==> config.mk <==
export PLATFORM = sky130hd
export DESIGN_NAME = rfb_bridge
export DESIGN_NICKNAME = d
export VERILOG_FILES = /design/src/rtl/rfb_pkg.sv /design/src/rtl/rfb_bus_seq.sv /design/src/rtl/rfb_frame_ctl.sv /design/src/rtl/rfb_bridge.sv
export SDC_FILE = /design/constraint.sdc
export NUM_CORES = 1
export LEC_CHECK = 0
export BUFFER_PORTS_ARGS = -buffer_cell sky130_fd_sc_hd__buf_4
export CORE_MARGIN = 3
export CORE_UTILIZATION = 30
export DETAILED_ROUTE_END_ITERATION = 10
export REMOVE_ABC_BUFFERS = 1
export SLEW_MARGIN = 0
export SYNTH_ARGS = -nofsm -noshare
export SYNTH_HDL_FRONTEND = slang
export SYNTH_SLANG_ARGS = --single-unit
==> constraint.sdc <==
create_clock -name clk -period 2.9 [get_ports clk]
set_input_delay 0.58 -clock clk [delete_from_list [all_inputs] [get_ports clk]]
set_output_delay 0.58 -clock clk [all_outputs]
set_load 0.005 [all_outputs]
==> src/rtl/rfb_pkg.sv <==
package rfb_pkg;

    localparam int BUS_W = 16;
    localparam int NCHIP = 2;

    // register word indices
    localparam logic [5:0] RG_SYSCFG = 6'd0;
    localparam logic [5:0] RG_STATUS = 6'd1;
    localparam logic [5:0] RG_CTRL   = 6'd2;
    localparam logic [5:0] RG_PIXCNT = 6'd3;
    localparam logic [5:0] RG_LINE   = 6'd4;
    localparam logic [5:0] RG_CMD    = 6'd5;
    localparam logic [5:0] RG_PARAM  = 6'd6;
    localparam logic [5:0] RG_DATA   = 6'd7;
    localparam logic [5:0] RG_RDDATA = 6'd8;
    localparam logic [5:0] RG_RDSTAT = 6'd9;
    localparam logic [5:0] RG_CFG0   = 6'd10;
    localparam logic [5:0] RG_CFG1   = 6'd11;
    localparam logic [5:0] RG_DCYC0  = 6'd12;
    localparam int         NDCYC     = 6;
    localparam logic [5:0] RG_ONOFF0 = 6'd18;
    localparam logic [5:0] RG_ONOFF1 = 6'd19;
    localparam logic [5:0] RG_CYC0   = 6'd20;
    localparam logic [5:0] RG_CYC1   = 6'd21;
    localparam logic [5:0] RG_VSW    = 6'd22;
    localparam logic [5:0] RG_HSW    = 6'd23;

    localparam logic [31:0] SYSC_MASK  = 32'h0000_0019;
    localparam logic [31:0] CFG_MASK   = 32'h003F_1FFF;
    localparam logic [31:0] CFG_RESET  = 32'h0031_0000;
    localparam logic [31:0] DCYC_MASK  = 32'h0F1F_0F1F;
    localparam logic [31:0] ONOFF_MASK = 32'h3FFF_FFFF;
    localparam logic [31:0] CYC_MASK   = 32'h0FFF_FFFF;
    localparam logic [31:0] CFG_GATE   = 32'h0000_000C;

    typedef enum logic [1:0] {PH_IDLE, PH_SETUP, PH_STROBE} phase_e;
    typedef enum logic [1:0] {FR_IDLE, FR_STREAM, FR_DRAIN} frame_e;

    typedef struct packed {
        logic [NCHIP-1:0] cs;
        logic             dc;
        logic [BUS_W-1:0] data;
        logic             rd;
    } bus_req_t;

endpackage

==> src/rtl/rfb_bus_seq.sv <==
module rfb_bus_seq
    import rfb_pkg::*;
(
    input  logic             clk,
    input  logic             rst_n,
    input  logic             clr,
    input  logic             go,
    input  bus_req_t         req,
    output logic             busy,
    output logic             rd_done,
    output logic [BUS_W-1:0] rd_data,
    output logic [NCHIP-1:0] lcd_cs,
    output logic             lcd_dc,
    output logic [BUS_W-1:0] lcd_wdata,
    output logic             lcd_we,
    output logic             lcd_re,
    input  logic [BUS_W-1:0] lcd_rdata
);

    typedef struct packed {
        phase_e           ph;
        logic [NCHIP-1:0] cs;
        logic             dc;
        logic [BUS_W-1:0] wd;
        logic             rd;
        logic             we;
        logic             re;
        logic             done;
        logic [BUS_W-1:0] rx;
    } seq_t;

    seq_t q, d;

    always_comb begin
        d      = q;
        d.done = 1'b0;
        case (q.ph)
            PH_IDLE: begin
                if (go) begin
                    d.ph = PH_SETUP;
                    d.cs = req.cs;
                    d.dc = req.dc;
                    d.wd = req.data;
                    d.rd = req.rd;
                end
            end
            PH_SETUP: begin
                d.ph = PH_STROBE;
                d.we = ~q.rd;
                d.re = q.rd;
            end
            default: begin
                d.ph = PH_IDLE;
                d.we = 1'b0;
                d.re = 1'b0;
                d.cs = '0;
                if (q.rd) begin
                    d.done = 1'b1;
                    d.rx   = lcd_rdata;
                end
            end
        endcase
        if (clr) d = '{ph: PH_IDLE, default: '0};
    end

    always_ff @(posedge clk or negedge rst_n) begin
        if (!rst_n) q <= '{ph: PH_IDLE, default: '0};
        else        q <= d;
    end

    assign busy      = (q.ph != PH_IDLE);
    assign rd_done   = q.done;
    assign rd_data   = q.rx;
    assign lcd_cs    = q.cs;
    assign lcd_dc    = q.dc;
    assign lcd_wdata = q.wd;
    assign lcd_we    = q.we;
    assign lcd_re    = q.re;

    assert_we_pulse_R6: assert property (@(posedge clk) disable iff (!rst_n)
        lcd_we |=> !lcd_we);
    assert_setup_hold_R6: assert property (@(posedge clk) disable iff (!rst_n)
        lcd_we |-> (lcd_cs != '0) && $stable(lcd_cs) && $stable(lcd_wdata) && $stable(lcd_dc));
    assert_read_single_R7: assert property (@(posedge clk) disable iff (!rst_n)
        lcd_re |-> $onehot(lcd_cs));

endmodule

==> src/rtl/rfb_frame_ctl.sv <==
module rfb_frame_ctl
    import rfb_pkg::*;
#(
    parameter int ADDR_W = 32
) (
    input  logic              clk,
    input  logic              rst_n,
    input  logic              clr,
    input  logic              start,
    input  logic              zero_count,
    input  logic              last_word,
    input  logic [ADDR_W-1:0] base,
    input  logic [NCHIP-1:0]  cs_sel,
    input  logic              bus_idle,
    input  logic              mem_valid,
    output logic              mem_ready,
    output logic [ADDR_W-1:0] mem_addr,
    output logic [NCHIP-1:0]  frame_cs,
    output logic              active,
    output logic              take,
    output logic              done_o
);

    localparam logic [ADDR_W-1:0] WORD_BYTES = ADDR_W'(BUS_W / 8);

    typedef struct packed {
        frame_e            st;
        logic [ADDR_W-1:0] addr;
        logic [NCHIP-1:0]  cs;
        logic              done;
    } fr_t;

    fr_t q, d;

    assign mem_ready = (q.st == FR_STREAM) && bus_idle;
    assign take      = mem_ready && mem_valid;

    always_comb begin
        d      = q;
        d.done = 1'b0;
        case (q.st)
            FR_IDLE: begin
                if (start) begin
                    d.addr = base;
                    d.cs   = cs_sel;
                    d.st   = zero_count ? FR_DRAIN : FR_STREAM;
                end
            end
            FR_STREAM: begin
                if (take) begin
                    d.addr = q.addr + WORD_BYTES;
                    if (last_word) d.st = FR_DRAIN;
                end
            end
            default: begin
                if (bus_idle) begin
                    d.st   = FR_IDLE;
                    d.done = 1'b1;
                end
            end
        endcase
        if (clr) d = '{st: FR_IDLE, default: '0};
    end

    always_ff @(posedge clk or negedge rst_n) begin
        if (!rst_n) q <= '{st: FR_IDLE, default: '0};
        else        q <= d;
    end

    assign mem_addr = q.addr;
    assign frame_cs = q.cs;
    assign active   = (q.st != FR_IDLE);
    assign done_o   = q.done;

    assert_done_single_R11: assert property (@(posedge clk) disable iff (!rst_n)
        done_o |=> !done_o);
    assert_addr_step_R10: assert property (@(posedge clk) disable iff (!rst_n)
        (take && !clr) |=> (mem_addr == $past(mem_addr) + WORD_BYTES));

endmodule

==> src/rtl/rfb_bridge.sv <==
module rfb_bridge
    import rfb_pkg::*;
#(
    parameter int ADDR_W = 32,
    parameter int PIX_W  = 32
) (
    input  logic              clk,
    input  logic              rst_n,
    input  logic              reg_wr,
    input  logic [5:0]        reg_addr,
    input  logic [31:0]       reg_wdata,
    output logic [31:0]       reg_rdata,
    output logic              reg_ready,
    input  logic              disp_rfb_mode,
    input  logic [ADDR_W-1:0] gfx_base,
    output logic [ADDR_W-1:0] mem_addr,
    input  logic              mem_valid,
    input  logic [15:0]       mem_rdata,
    output logic              mem_ready,
    output logic              frame_done,
    output logic [1:0]        lcd_cs,
    output logic              lcd_dc,
    output logic [15:0]       lcd_wdata,
    output logic              lcd_we,
    output logic              lcd_re,
    input  logic [15:0]       lcd_rdata
);

    localparam int DC_IW = $clog2(NDCYC);

    typedef struct packed {
        logic [31:0]             sysc;
        logic [3:0]              ctrl;
        logic [PIX_W-1:0]        pix;
        logic [10:0]             line;
        logic [1:0][31:0]        cfg;
        logic [NDCYC-1:0][31:0]  dcyc;
        logic [1:0][31:0]        onoff;
        logic [1:0][31:0]        cyc;
        logic [15:0]             vsw;
        logic [15:0]             hsw;
        logic [BUS_W-1:0]        rxbuf;
        logic                    pend;
        logic [BUS_W-1:0]        pend_data;
        logic [NCHIP-1:0]        pend_cs;
    } top_t;

    function automatic top_t reset_val();
        top_t r;
        r        = '0;
        r.ctrl   = 4'h2;
        r.cfg[0] = CFG_RESET;
        r.cfg[1] = CFG_RESET;
        return r;
    endfunction

    top_t q, d;

    logic             seq_busy, seq_rd_done, seq_go;
    logic [BUS_W-1:0] seq_rd_data;
    bus_req_t         seq_req;
    logic             soft_clr, fr_start, fr_active, fr_take, fr_done;
    logic [NCHIP-1:0] fr_cs, sel, rd_cs;
    logic             is_bus, bus_idle, wr_ok, in_dcyc;
    logic [DC_IW-1:0] dc_idx;

    assign sel      = q.ctrl[3:2];
    assign rd_cs    = sel[0] ? 2'b01 : (sel[1] ? 2'b10 : 2'b00);
    assign is_bus   = (reg_addr >= RG_CMD) && (reg_addr <= RG_RDSTAT);
    assign bus_idle = !seq_busy && !q.pend;
    assign reg_ready = !(reg_wr && is_bus && (!bus_idle || fr_active));
    assign wr_ok    = reg_wr && reg_ready;
    assign in_dcyc  = (reg_addr >= RG_DCYC0) && (reg_addr < RG_DCYC0 + 6'(NDCYC));
    assign dc_idx   = DC_IW'(reg_addr - RG_DCYC0);

    always_comb begin
        d        = q;
        seq_go   = 1'b0;
        seq_req  = '0;
        soft_clr = 1'b0;
        fr_start = 1'b0;

        if (seq_rd_done) d.rxbuf = seq_rd_data;

        // bus cycle launch: split half first, then register, then frame
        if (!seq_busy && q.pend) begin
            seq_go  = 1'b1;
            seq_req = '{cs: q.pend_cs, dc: 1'b1, data: q.pend_data, rd: 1'b0};
            d.pend  = 1'b0;
        end else if (wr_ok && is_bus && (sel != '0)) begin
            seq_go = 1'b1;
            case (reg_addr)
                RG_CMD:   seq_req = '{cs: sel, dc: 1'b0, data: reg_wdata[15:0], rd: 1'b0};
                RG_PARAM: seq_req = '{cs: sel, dc: 1'b1, data: reg_wdata[15:0], rd: 1'b0};
                RG_DATA: begin
                    seq_req     = '{cs: sel, dc: 1'b1, data: reg_wdata[15:0], rd: 1'b0};
                    d.pend      = 1'b1;
                    d.pend_data = reg_wdata[31:16];
                    d.pend_cs   = sel;
                end
                RG_RDDATA: seq_req = '{cs: rd_cs, dc: 1'b1, data: '0, rd: 1'b1};
                default:   seq_req = '{cs: rd_cs, dc: 1'b0, data: '0, rd: 1'b1};
            endcase
        end else if (fr_take) begin
            seq_go  = 1'b1;
            seq_req = '{cs: fr_cs, dc: 1'b1, data: mem_rdata, rd: 1'b0};
        end

        if (fr_take) d.pix = q.pix - 1'b1;

        if (wr_ok) begin
            case (reg_addr)
                RG_SYSCFG: begin
                    if (reg_wdata[1]) begin
                        d        = reset_val();
                        soft_clr = 1'b1;
                    end
                    d.sysc = reg_wdata & SYSC_MASK;
                end
                RG_CTRL: begin
                    d.ctrl   = reg_wdata[3:0];
                    fr_start = reg_wdata[4] && reg_wdata[0] && !reg_wdata[1] && !fr_active
                               && disp_rfb_mode && ((q.cfg[0] & q.cfg[1] & CFG_GATE) == '0);
                end
                RG_PIXCNT: d.pix  = reg_wdata[PIX_W-1:0];
                RG_LINE:   d.line = reg_wdata[10:0];
                RG_DATA, RG_RDDATA, RG_RDSTAT: d.pix = q.pix - 1'b1;
                RG_CFG0, RG_CFG1:   d.cfg[reg_addr[0]]   = reg_wdata & CFG_MASK;
                RG_ONOFF0, RG_ONOFF1: d.onoff[reg_addr[0]] = reg_wdata & ONOFF_MASK;
                RG_CYC0, RG_CYC1:   d.cyc[reg_addr[0]]   = reg_wdata & CYC_MASK;
                RG_VSW: d.vsw = reg_wdata[15:0];
                RG_HSW: d.hsw = reg_wdata[15:0];
                default: if (in_dcyc) d.dcyc[dc_idx] = reg_wdata & DCYC_MASK;
            endcase
        end
    end

    always_ff @(posedge clk or negedge rst_n) begin
        if (!rst_n) q <= reset_val();
        else        q <= d;
    end

    always_comb begin
        case (reg_addr)
            RG_SYSCFG:            reg_rdata = q.sysc;
            RG_STATUS:            reg_rdata = {23'd0, fr_active, 7'd0, 1'b1};
            RG_CTRL:              reg_rdata = {28'd0, q.ctrl};
            RG_PIXCNT:            reg_rdata = 32'(q.pix);
            RG_LINE:              reg_rdata = {21'd0, q.line};
            RG_RDDATA, RG_RDSTAT: reg_rdata = {16'd0, q.rxbuf};
            RG_CFG0, RG_CFG1:     reg_rdata = q.cfg[reg_addr[0]];
            RG_ONOFF0, RG_ONOFF1: reg_rdata = q.onoff[reg_addr[0]];
            RG_CYC0, RG_CYC1:     reg_rdata = q.cyc[reg_addr[0]];
            RG_VSW:               reg_rdata = {16'd0, q.vsw};
            RG_HSW:               reg_rdata = {16'd0, q.hsw};
            default:              reg_rdata = in_dcyc ? q.dcyc[dc_idx] : 32'd0;
        endcase
    end

    rfb_bus_seq u_seq (
        .clk       (clk),
        .rst_n     (rst_n),
        .clr       (soft_clr),
        .go        (seq_go),
        .req       (seq_req),
        .busy      (seq_busy),
        .rd_done   (seq_rd_done),
        .rd_data   (seq_rd_data),
        .lcd_cs    (lcd_cs),
        .lcd_dc    (lcd_dc),
        .lcd_wdata (lcd_wdata),
        .lcd_we    (lcd_we),
        .lcd_re    (lcd_re),
        .lcd_rdata (lcd_rdata)
    );

    rfb_frame_ctl #(.ADDR_W(ADDR_W)) u_frame (
        .clk        (clk),
        .rst_n      (rst_n),
        .clr        (soft_clr),
        .start      (fr_start),
        .zero_count (q.pix == '0),
        .last_word  (q.pix == PIX_W'(1)),
        .base       (gfx_base),
        .cs_sel     (reg_wdata[3:2]),
        .bus_idle   (bus_idle),
        .mem_valid  (mem_valid),
        .mem_ready  (mem_ready),
        .mem_addr   (mem_addr),
        .frame_cs   (fr_cs),
        .active     (fr_active),
        .take       (fr_take),
        .done_o     (fr_done)
    );

    assign frame_done = fr_done;

    assert_pix_step_R8: assert property (@(posedge clk) disable iff (!rst_n)
        (wr_ok && (reg_addr == RG_DATA)) |=> (q.pix == $past(q.pix) - 1'b1));
    assert_mem_hold_R10: assert property (@(posedge clk) disable iff (!rst_n)
        mem_ready |-> !seq_busy);

endmodule

After elaboration in Yosys (flattened, before gate mapping)
Cells that the tools add are included.
- add/sub/neg operators: 3
- magnitude comparators: 8
- equality and inequality tests: 28
- multiplexer cells: 70
- bitwise logic cells: 3
- reduce and logical (&&, ||, !) cells: 72
- operator list (operator ; number):
    498-bit two-way mux ; 1
    494-bit two-way mux ; 1
    192-bit case mux with 2 select lines ; 1
    64-bit case mux with 2 select lines ; 3
    32-bit two-way mux ; 11
    32-bit case mux with 11 select lines ; 1
    192-bit bitwise mux ; 1
    64-bit bitwise mux ; 3
    192-bit two-way mux ; 1
    32-bit binary-select mux with 3-bit select ; 1
    32-bit demux with 3-bit select ; 1
    32-bit case mux with 3 select lines ; 1
    32-bit logical NOT ; 2
    16-bit case mux with 2 select lines ; 2
    32-bit case mux with 2 select lines ; 1
    20-bit two-way mux ; 3
    20-bit case mux with 3 select lines ; 1
    41-bit two-way mux ; 1
    19-bit two-way mux ; 2
    37-bit two-way mux ; 1
    6-bit by 5-bit equality test with 1-bit output (second input constant) ; 6
    18-bit two-way mux ; 2
    36-bit two-way mux ; 1
    35-bit two-way mux ; 1
    47 further kinds ; 135
- bits in registers: 579
- bits of input ports: 107
- output and inout bits: 88
- word-level logic and storage cells: 219

Longest topological paths before layout
Gate-level depths: netlist (run 1).
- depth after elaboration: 15
- mapped depth: 10
- mapped depth without buffers: 8

Modules after synthesis
From an unflattened synthesis (run 1), not the netlist that was laid out.
- cells, all modules: 2584
- area, all modules: 27546.4 sq um
- by module, submodules not included (module ; times used ; cells each ; area an instance (sq um) ; seq. area each (sq um)):
    rfb_bridge ; 1 ; 2065 ; 22880.7 ; 12545.8
    rfb_frame_ctl ; 1 ; 333 ; 2747.6 ; 925.9
    rfb_bus_seq ; 1 ; 186 ; 1918.1 ; 1026.0

Least setup slack after synthesis (run 1)
No wires, ideal clock.
- path type: in2out
- from: in reg_addr[5]
- to: out reg_rdata[3]
- arrival time: 2.351 ns
- required time: 2.320 ns
- slack: -0.031 ns
- stages on the path: 8
- buffers on the path: 4
- cell sequence: clkbuf_1 -> or4b_1 -> clkbuf_1 -> nor2_1 -> buf_2 -> buf_2 -> a22oi_1 -> o2111ai_1
- word-level cells in the longest chain between the ends: 4
- elaborated cells between the ends (all ways): 24
- those cells by class: order compare (2); eq/ne (14); mux (2); reduce/logical (6)
- ends and longest elaborated chain (element ; RTL line ; source):
    start, declared ; rfb_bridge.sv:10 ; input logic [5:0] reg_addr,
    6-bit by 4-bit >= comparator with 1-bit output / 6-bit by 5-bit less-than comparator with 1-bit output (equally long branches) ; rfb_bridge.sv:73 ; assign in_dcyc = (reg_addr >= RG_DCYC0) && (reg_addr < RG_DCYC0 + 6'(NDCYC));
    1-bit logical AND ; rfb_bridge.sv:73 ;
    32-bit two-way mux ; rfb_bridge.sv:156 ; default: reg_rdata = in_dcyc ? q.dcyc[dc_idx] : 32'd0;
    32-bit case mux with 11 select lines (*) ; rfb_bridge.sv:144 ; case (reg_addr)
    end, declared ; rfb_bridge.sv:12 ; output logic [31:0] reg_rdata,
Mark *: on every way between the ends. The rest lies on a longest branch, timed or not.

Worst setup path in the final report (run 1)
- from: in reg_addr[2]
- to: out reg_rdata[14]
- word-level cells in the longest chain between the ends: 5
- elaborated cells between the ends (all ways): 27
- those cells by class: add/sub (1); order compare (2); eq/ne (14); mux (4); reduce/logical (6)
- ends and longest elaborated chain (element ; RTL line ; source):
    3-bit subtractor ; rfb_bridge.sv:74 ; assign dc_idx = DC_IW'(reg_addr - RG_DCYC0);
    32-bit binary-select mux with 3-bit select ; rfb_bridge.sv:156 ;
    32-bit two-way mux (implied by the code) ; rfb_bridge.sv:156 ;
    32-bit two-way mux ; rfb_bridge.sv:156 ;
    32-bit case mux with 11 select lines (*) ; rfb_bridge.sv:144 ;
Mark *: on every way between the ends. The rest lies on a longest branch, timed or not. The select of a mux whose other input is x is not followed.

==> results of run 1 <==
==> stage by stage <==
| stage | utilization [%] | total power, mW |
|---|---|---|
| after global placement | 35.4 | 15.7 |
| after floorplan | - | 13.0 |
| after global routing | 38.9 | 25.8 |
| final | 38.9 | 24.7 |
| after CTS | 38.6 | 24.8 |
| after detailed placement | 35.4 | 15.7 |
==> per-layer routing <==
layer	vias to the layer above	track usage [%]	wire (um)
li1	10100	-	-
met1	11800	29.9	45400
met2	1045	32.0	45600
met3	170	5.24	8720
met4	0	6.54	3040
met5	-	0	0
==> worst reg2reg max path, cell delays in order (launching register included) <==
cell and delay (ns):
dfrtp_1 0.48, or4_4 0.59, or3_4 0.39, or3_4 0.40, or4_1 0.40, o311ai_1 0.11, o2bb2ai_1 0.14
==> area by class of cell <==
cell class | count | area (sq um)
Fill cell | 8720 | 55300
Sequential cell | 579 | 14500
Multi-Input combinational cell | 1710 | 12100
Timing Repair Buffer | 508 | 4790
Clock buffer | 98 | 1940
Tap cell | 1176 | 1470
Clock inverter | 25 | 364
Inverter | 15 | 56.3
==> cell usage in the layout (no fill, tap or decap), drive strengths merged, types with 15 or more instances in the layout <==
cell type,n
nor2,166
xnor2,23
and2,129
or3,16
nor4,23
o22ai,38
mux2i,75
xor2,31
a22oi,83
clkbuf,101
a21oi,137
nand4,15
nand2,235
buf,504
nand3,50
o21ai,141
inv,19
mux4,32
nor3,51
a222oi,50
a22o,214
dfrtp,572
o2bb2ai,30
nand2b,19
==> timing repair <==
action / CTS / global route
cloned: 1 / 3
hold buffers: 1 / 0
setup buffers: 12 / 10
setup endpoints to repair: 32 / 31
endpoints found under the hold margin: 29 / 0
pin swaps: 33 / 38
gates resized for setup: 122 / 44
==> power groups by stage <==
stage	Combinational [mW]	Sequential (mW)	Clock (mW)
after floorplan	2.52	10.5	0
after global placement	4.73	10.9	0
after detailed placement	4.83	10.9	0
after CTS	4.92	10.8	9.02
after global routing	5.43	11.0	9.34
final	4.95	10.9	8.88
==> sequential cells by signal (all words and copies together), names as in the netlist, named ones only <==
signal and count:
u_frame.done_o 1, u_frame.q 2, u_frame.frame_cs 2, u_frame.mem_addr 32, u_seq.rd_done 1, u_seq.q 3
u_seq.lcd_we 1, u_seq.rd_data 16, u_seq.lcd_wdata 16, q 495, u_seq.lcd_cs 2, u_seq.lcd_dc 1
u_seq.lcd_re 1
==> final timing paths <==
kind,end,slack (ns),cells after the start
max,reg_rdata[14],-0.04,10
min,u_frame.mem_addr[0]$_DFFE_PN0P_,0.17,3
max reg2reg,q[493]$_DFF_PN0_,0.33,6
min reg2reg,q[326]$_DFFE_PN0P_,0.48,2
max in group asynchronous,q[228]$_DFFE_PN0P_,1.54,3
min in group asynchronous,q[106]$_DFFE_PN0P_,0.47,2
==> cells by family after synthesis <==
family / after synthesis
xor gates and xnor gates: 54
DFF: 579
buffers and inverters: 310
and+or+nand+nor: 754
muxes: 116
adders and majority gates: 3
AOI/OAI and AO/OA: 783
==> out/qor.csv, run 1 <==
metric;value;unit
synth_cell_types;87;
synth-xor-area-share;1.72;%
drive_gt1_share;26.3;%
cts_buffers;69;
power_per_cell_area;702;nW/um^2
critPathMostFrequentCell;buf_12;
netSwitchingFraction;30.5;%
path_max_fanout;13;
pwr-share-clk;35.9;%
drv_slew;0;
hold_violations;0;
synthTopCellsByCount;dfrtp_1, nand2_1, a22o_1;
r2r-start;q[488]$_DFF_PN0_;
critPathRequiredTime;2.32;ns
cp_slowest_cell;or4_4;
numPortBuffers;194;
numPlacedInstances;3966;
yosys.area_share.simple;13.8;%
vias_per_cell;5.61;
final_area;35200;sq um
internal_power;17.2;mW
dpl_cell_area;32000;sq um
dieArea;95300;sq um
hold_path_startpoint;gfx_base[0];
chipWidth;309;um
synth.top_cell.area_share;52.0;%
dp_slack;-0.542;ns
peakVddDrop;0.000418;V
synth_edf_count;0;
clock-skew-final;0.0243;ns
yosysWarningCount;0;
wirelength;103;mm
wl_per_cell;25.0;um
rsz0062_at_grt;yes;
place_congestion;0.907;
clock_sinks;579;
postSynthCellCount;2599;
htreeDepth;3;
antenna_found_initial;1;
crit_chain;buf_12 > or4_4 > nor2_4 > buf_12 > buf_8 > a22oi_1 > nand2_1 > a221oi_1 > o211ai_1 > buf_4;
ys_async_sr_fraction;100;%
synth_compound_area_share;20.6;%
synth_fa_ha_area_share;0.136;%
hp-class;in2reg;
grt_pass1_vias;23300;
synth_largest_area_cell;dfrtp_1;
comb_power_share;20.1;%
hold_ws;0.174;ns
cts.path.max_buffers;3;
min_period;2.94;ns
drtAntennaViolNets;0;
slew_headroom;26.8;%
n_antenna_cell;0;
clk_pin_slew;0.06;ns
outcome;finished with violations;
ys.flop_type;dfrtp_1;
synth_top_family_by_area;compound AO/OA/AOI/OAI gates;
via_count;23100;
finalNonFillerCells;4111;
fin_ws;-0.0444;ns
cpLargestDelayFamily;simple AND/OR/NAND/NOR gates;
setup_viol;10;
worst_pin_slew;1.10;ns
clock_latency;0.63;ns
worst-path-buf-inv;4;
end_kind;output port;
startpoint;reg_addr[2];
initial_core_util;30.4;%
yosys-mux-area-fraction;5.72;%
synth_area;27500;sq um
ioPinCount;195;
grt_usage;21.2;%
synth_most_common_cell;dfrtp_1;
tns;-0.177;ns
first_pass_iters;6;
yosys-top-cells-area;dfrtp_1, a22o_1, nand2_1;
grt_max_degree;96;
clockRootBuffer;clkbuf_16;
failed_checks;negative setup slack;
path_class;in2out;
final_nets;2993;
grt_pass1_wl;153;mm
synth.avg_cell_area;10.6;sq um
drc_errors;0;
max_cap_violations;0;
power.switching;7.52;mW
area_growth;27.9;%
cts_tree;built;
max_freq;340;MHz
power.share.sequential;44.0;%
arrival;2.36;ns
row_count;110;
seq_area_frac_synth;52.7;%
grt-ovfl-total;0;
crit_path_start_kind;input pin;
ys_ff_latch;579;
fin_crit_sh;102;%
slowest_delay;0.57;ns
dp_hpwl;71.3;mm
drt_iter0_drc;2897;
leakage;15.8;nW
fp.dieH;309;um
core-area;90400;sq um
Power figures use the tool's default switching activity.
==> inputs of run 2 (changes only) <==
--- a/config.mk
+++ b/config.mk
@@ -9,6 +9,7 @@
 export CORE_MARGIN = 3
 export CORE_UTILIZATION = 30
 export DETAILED_ROUTE_END_ITERATION = 10
+export GPL_TIMING_DRIVEN = 0
 export REMOVE_ABC_BUFFERS = 1
 export SLEW_MARGIN = 0
 export SYNTH_ARGS = -nofsm -noshare
==> constraint.sdc (replaced) <==
create_clock -name clk -period 2.9 [get_ports clk]
set_input_delay 0.435 -clock clk [delete_from_list [all_inputs] [get_ports clk]]
set_output_delay 0.435 -clock clk [all_outputs]
set_load 0.005 [all_outputs]
==> out/qor.csv, run 2 (synthesis results as in run 1) <==
metric;value;unit;change
outcome;finished with violations;;
failed_checks;negative setup slack;;
clockRootBuffer;clkbuf_16;;
fillers;8740;;+0.23%
area_growth;22.9;%;
dp_slack;-1.70;ns;-1.16 ns
htreeDepth;3;;unchanged
clk_pin_slew;0.06;ns;about the same
max_cap_violations;0;;unchanged
dpl_cell_area;30100;sq um;-6.0%
grt_pass1_vias;22700;;-2.5%
cts_buffers;66;;-4.3%
tns;-0.0366;ns;+0.140 ns
clock-skew-final;0.0246;ns;+0.000226 ns
drc_errors;0;;unchanged
drt_iter0_drc;2759;;-4.8%
crit_path_start_kind;input pin;;
final_nets;2820;;-5.8%
end_kind;output port;;
grt_max_degree;122;;+27%
drive_gt1_share;21.6;%;-4.7 points
drv_slew;0;;unchanged
regMostFlops;q;;
power_per_cell_area;721;nW/um^2;+2.7%
core-area;90400;sq um;unchanged
path_max_fanout;11;;-2
via_count;22900;;-0.86%
path_class;in2out;;
hold_violations;0;;unchanged
first_pass_iters;7;;+1
final_cell_mix;dfrtp_1, buf_4, nand2_1, a22o_1, nor2_1;;
setup_viol;2;;-8
arrival;2.49;ns;+0.13 ns
fp.dieH;309;um;unchanged
peakVddDrop;0.000381;V;-8.8%
initial_core_util;30.4;%;unchanged
slew_headroom;12.4;%;-14 points
dieArea;95300;sq um;unchanged
wirelength;105;mm;+1.7%
hp-class;in2reg;;
fin_crit_sh;101;%;-0.56 points
chipWidth;309;um;unchanged
grt_usage;21.2;%;+0.081 points
largest_reg_flops;495;;unchanged
grt_pass1_wl;153;mm;-0.18%
min_period;2.93;ns;-0.0162 ns
dp_hpwl;63.9;mm;-10%
ioPinCount;195;;unchanged
place_congestion;0.867;;-4.4%
fin_ws;-0.0282;ns;+0.0162 ns
max_freq;342;MHz;+0.55%
numPortBuffers;194;;unchanged
final-seq-area;14500;sq um;about the same
row_count;110;;unchanged
cts_tree;built;;
leakage;15.0;nW;-5.3%
critPathRequiredTime;2.47;ns;+0.15 ns
hold_ws;0.0406;ns;-0.134 ns
grt-ovfl-total;0;;unchanged
vias_per_cell;5.81;;+3.6%
antenna_found_initial;10;;+9
final_common_cell;dfrtp_1;;
cts.path.max_buffers;3;;unchanged
drtAntennaViolNets;0;;unchanged
multiInputGateArea;12100;sq um;+0.46%
final_area;33800;sq um;-3.9%
wl_per_cell;26.6;um;+6.3%
worst_pin_slew;1.31;ns;+0.219 ns
clock_sinks;579;;unchanged
clock_latency;0.63;ns;about the same
rsz0062_at_grt;yes;;
==> run 2: changes by cell type in the layout (fill, tap and decap cells not counted), moves of 9 or more <==
| cell | previous run | this run |
|---|---|---|
| buf_12 | 60 | 13 |
| buf_6 | 30 | 16 |
| buf_4 | 408 | 261 |
| buf_8 | 5 | 14 |
| buf_16 | 1 | 17 |
==> run 2: metrics by stage <==
step	power [mW]	cells	utilization, %
after global placement	15.1	3674	32.1
after CTS	24.3	3902	36.9
after floorplan	13.0	2304	-
final	24.4	3935	37.4
after global routing	25.5	3934	37.4
after detailed placement	15.2	3726	33.3
==> run 2: worst paths after layout <==
path / startpoint / end / slack (ns) / cells after the start
max in group asynchronous: rst_n / u_seq.lcd_wdata[9]$_DFFE_PN0P_ / 0.65 / 5
max reg2reg: q[489]$_DFF_PN0_ / u_frame.q[35]$_DFFE_PN0P_ / 0.02 / 6
max: reg_addr[5] / reg_rdata[3] / -0.03 / 8
min: gfx_base[31] / u_frame.mem_addr[31]$_DFFE_PN0P_ / 0.04 / 2
min reg2reg: q[233]$_DFFE_PN0P_ / q[233]$_DFFE_PN0P_ / 0.48 / 1
min in group asynchronous: rst_n / u_frame.mem_addr[1]$_DFFE_PN0P_ / 0.28 / 2
==> run 2: what timing repair did <==
action / 4_1_cts / 5_1_grt
cloned: 10 / 6
buffers inserted: 49 / 27
endpoints found under the setup margin: 512 / 333
pin swaps: 25 / 16
hold buffers: 1 / 0
endpoints found under the hold margin: 37 / 0
gates resized for setup: 93 / 17
==> run 2: final cells by class <==
| class | instances | area share (%) |
|---|---|---|
| Clock inverter | 24 | 1.25 |
| Multi-Input combinational cell | 1716 | 35.8 |
| Sequential cell | 579 | 42.9 |
| Clock buffer | 92 | 5.50 |
| Antenna cell | 1 | 0.00740 |
| Inverter | 15 | 0.167 |
| Tap cell | 1176 | 4.35 |
| Timing Repair Buffer | 332 | 10.0 |
==> run 2: layer usage <==
metal / track usage, % / part of all wire, %
met4: 6.81 / 3.6
met1: 28.7 / 41
met2: 32.2 / 44
met3: 6.96 / 12
met5: 0 / 0.055
==> run 2: power breakdown <==
group,internal (mW),switching (mW)
Combinational,2.22,2.42
Clock,5.26,3.62
Sequential,9.49,1.37
==> run 2: worst max-delay path: stages <==
cell,delay [ns]
buf_4,0.16
or4_4,0.65
nor2_4,0.30
buf_12,0.19
a22oi_1,0.11
and3_1,0.21
o2111ai_1,0.22
buf_4,0.21
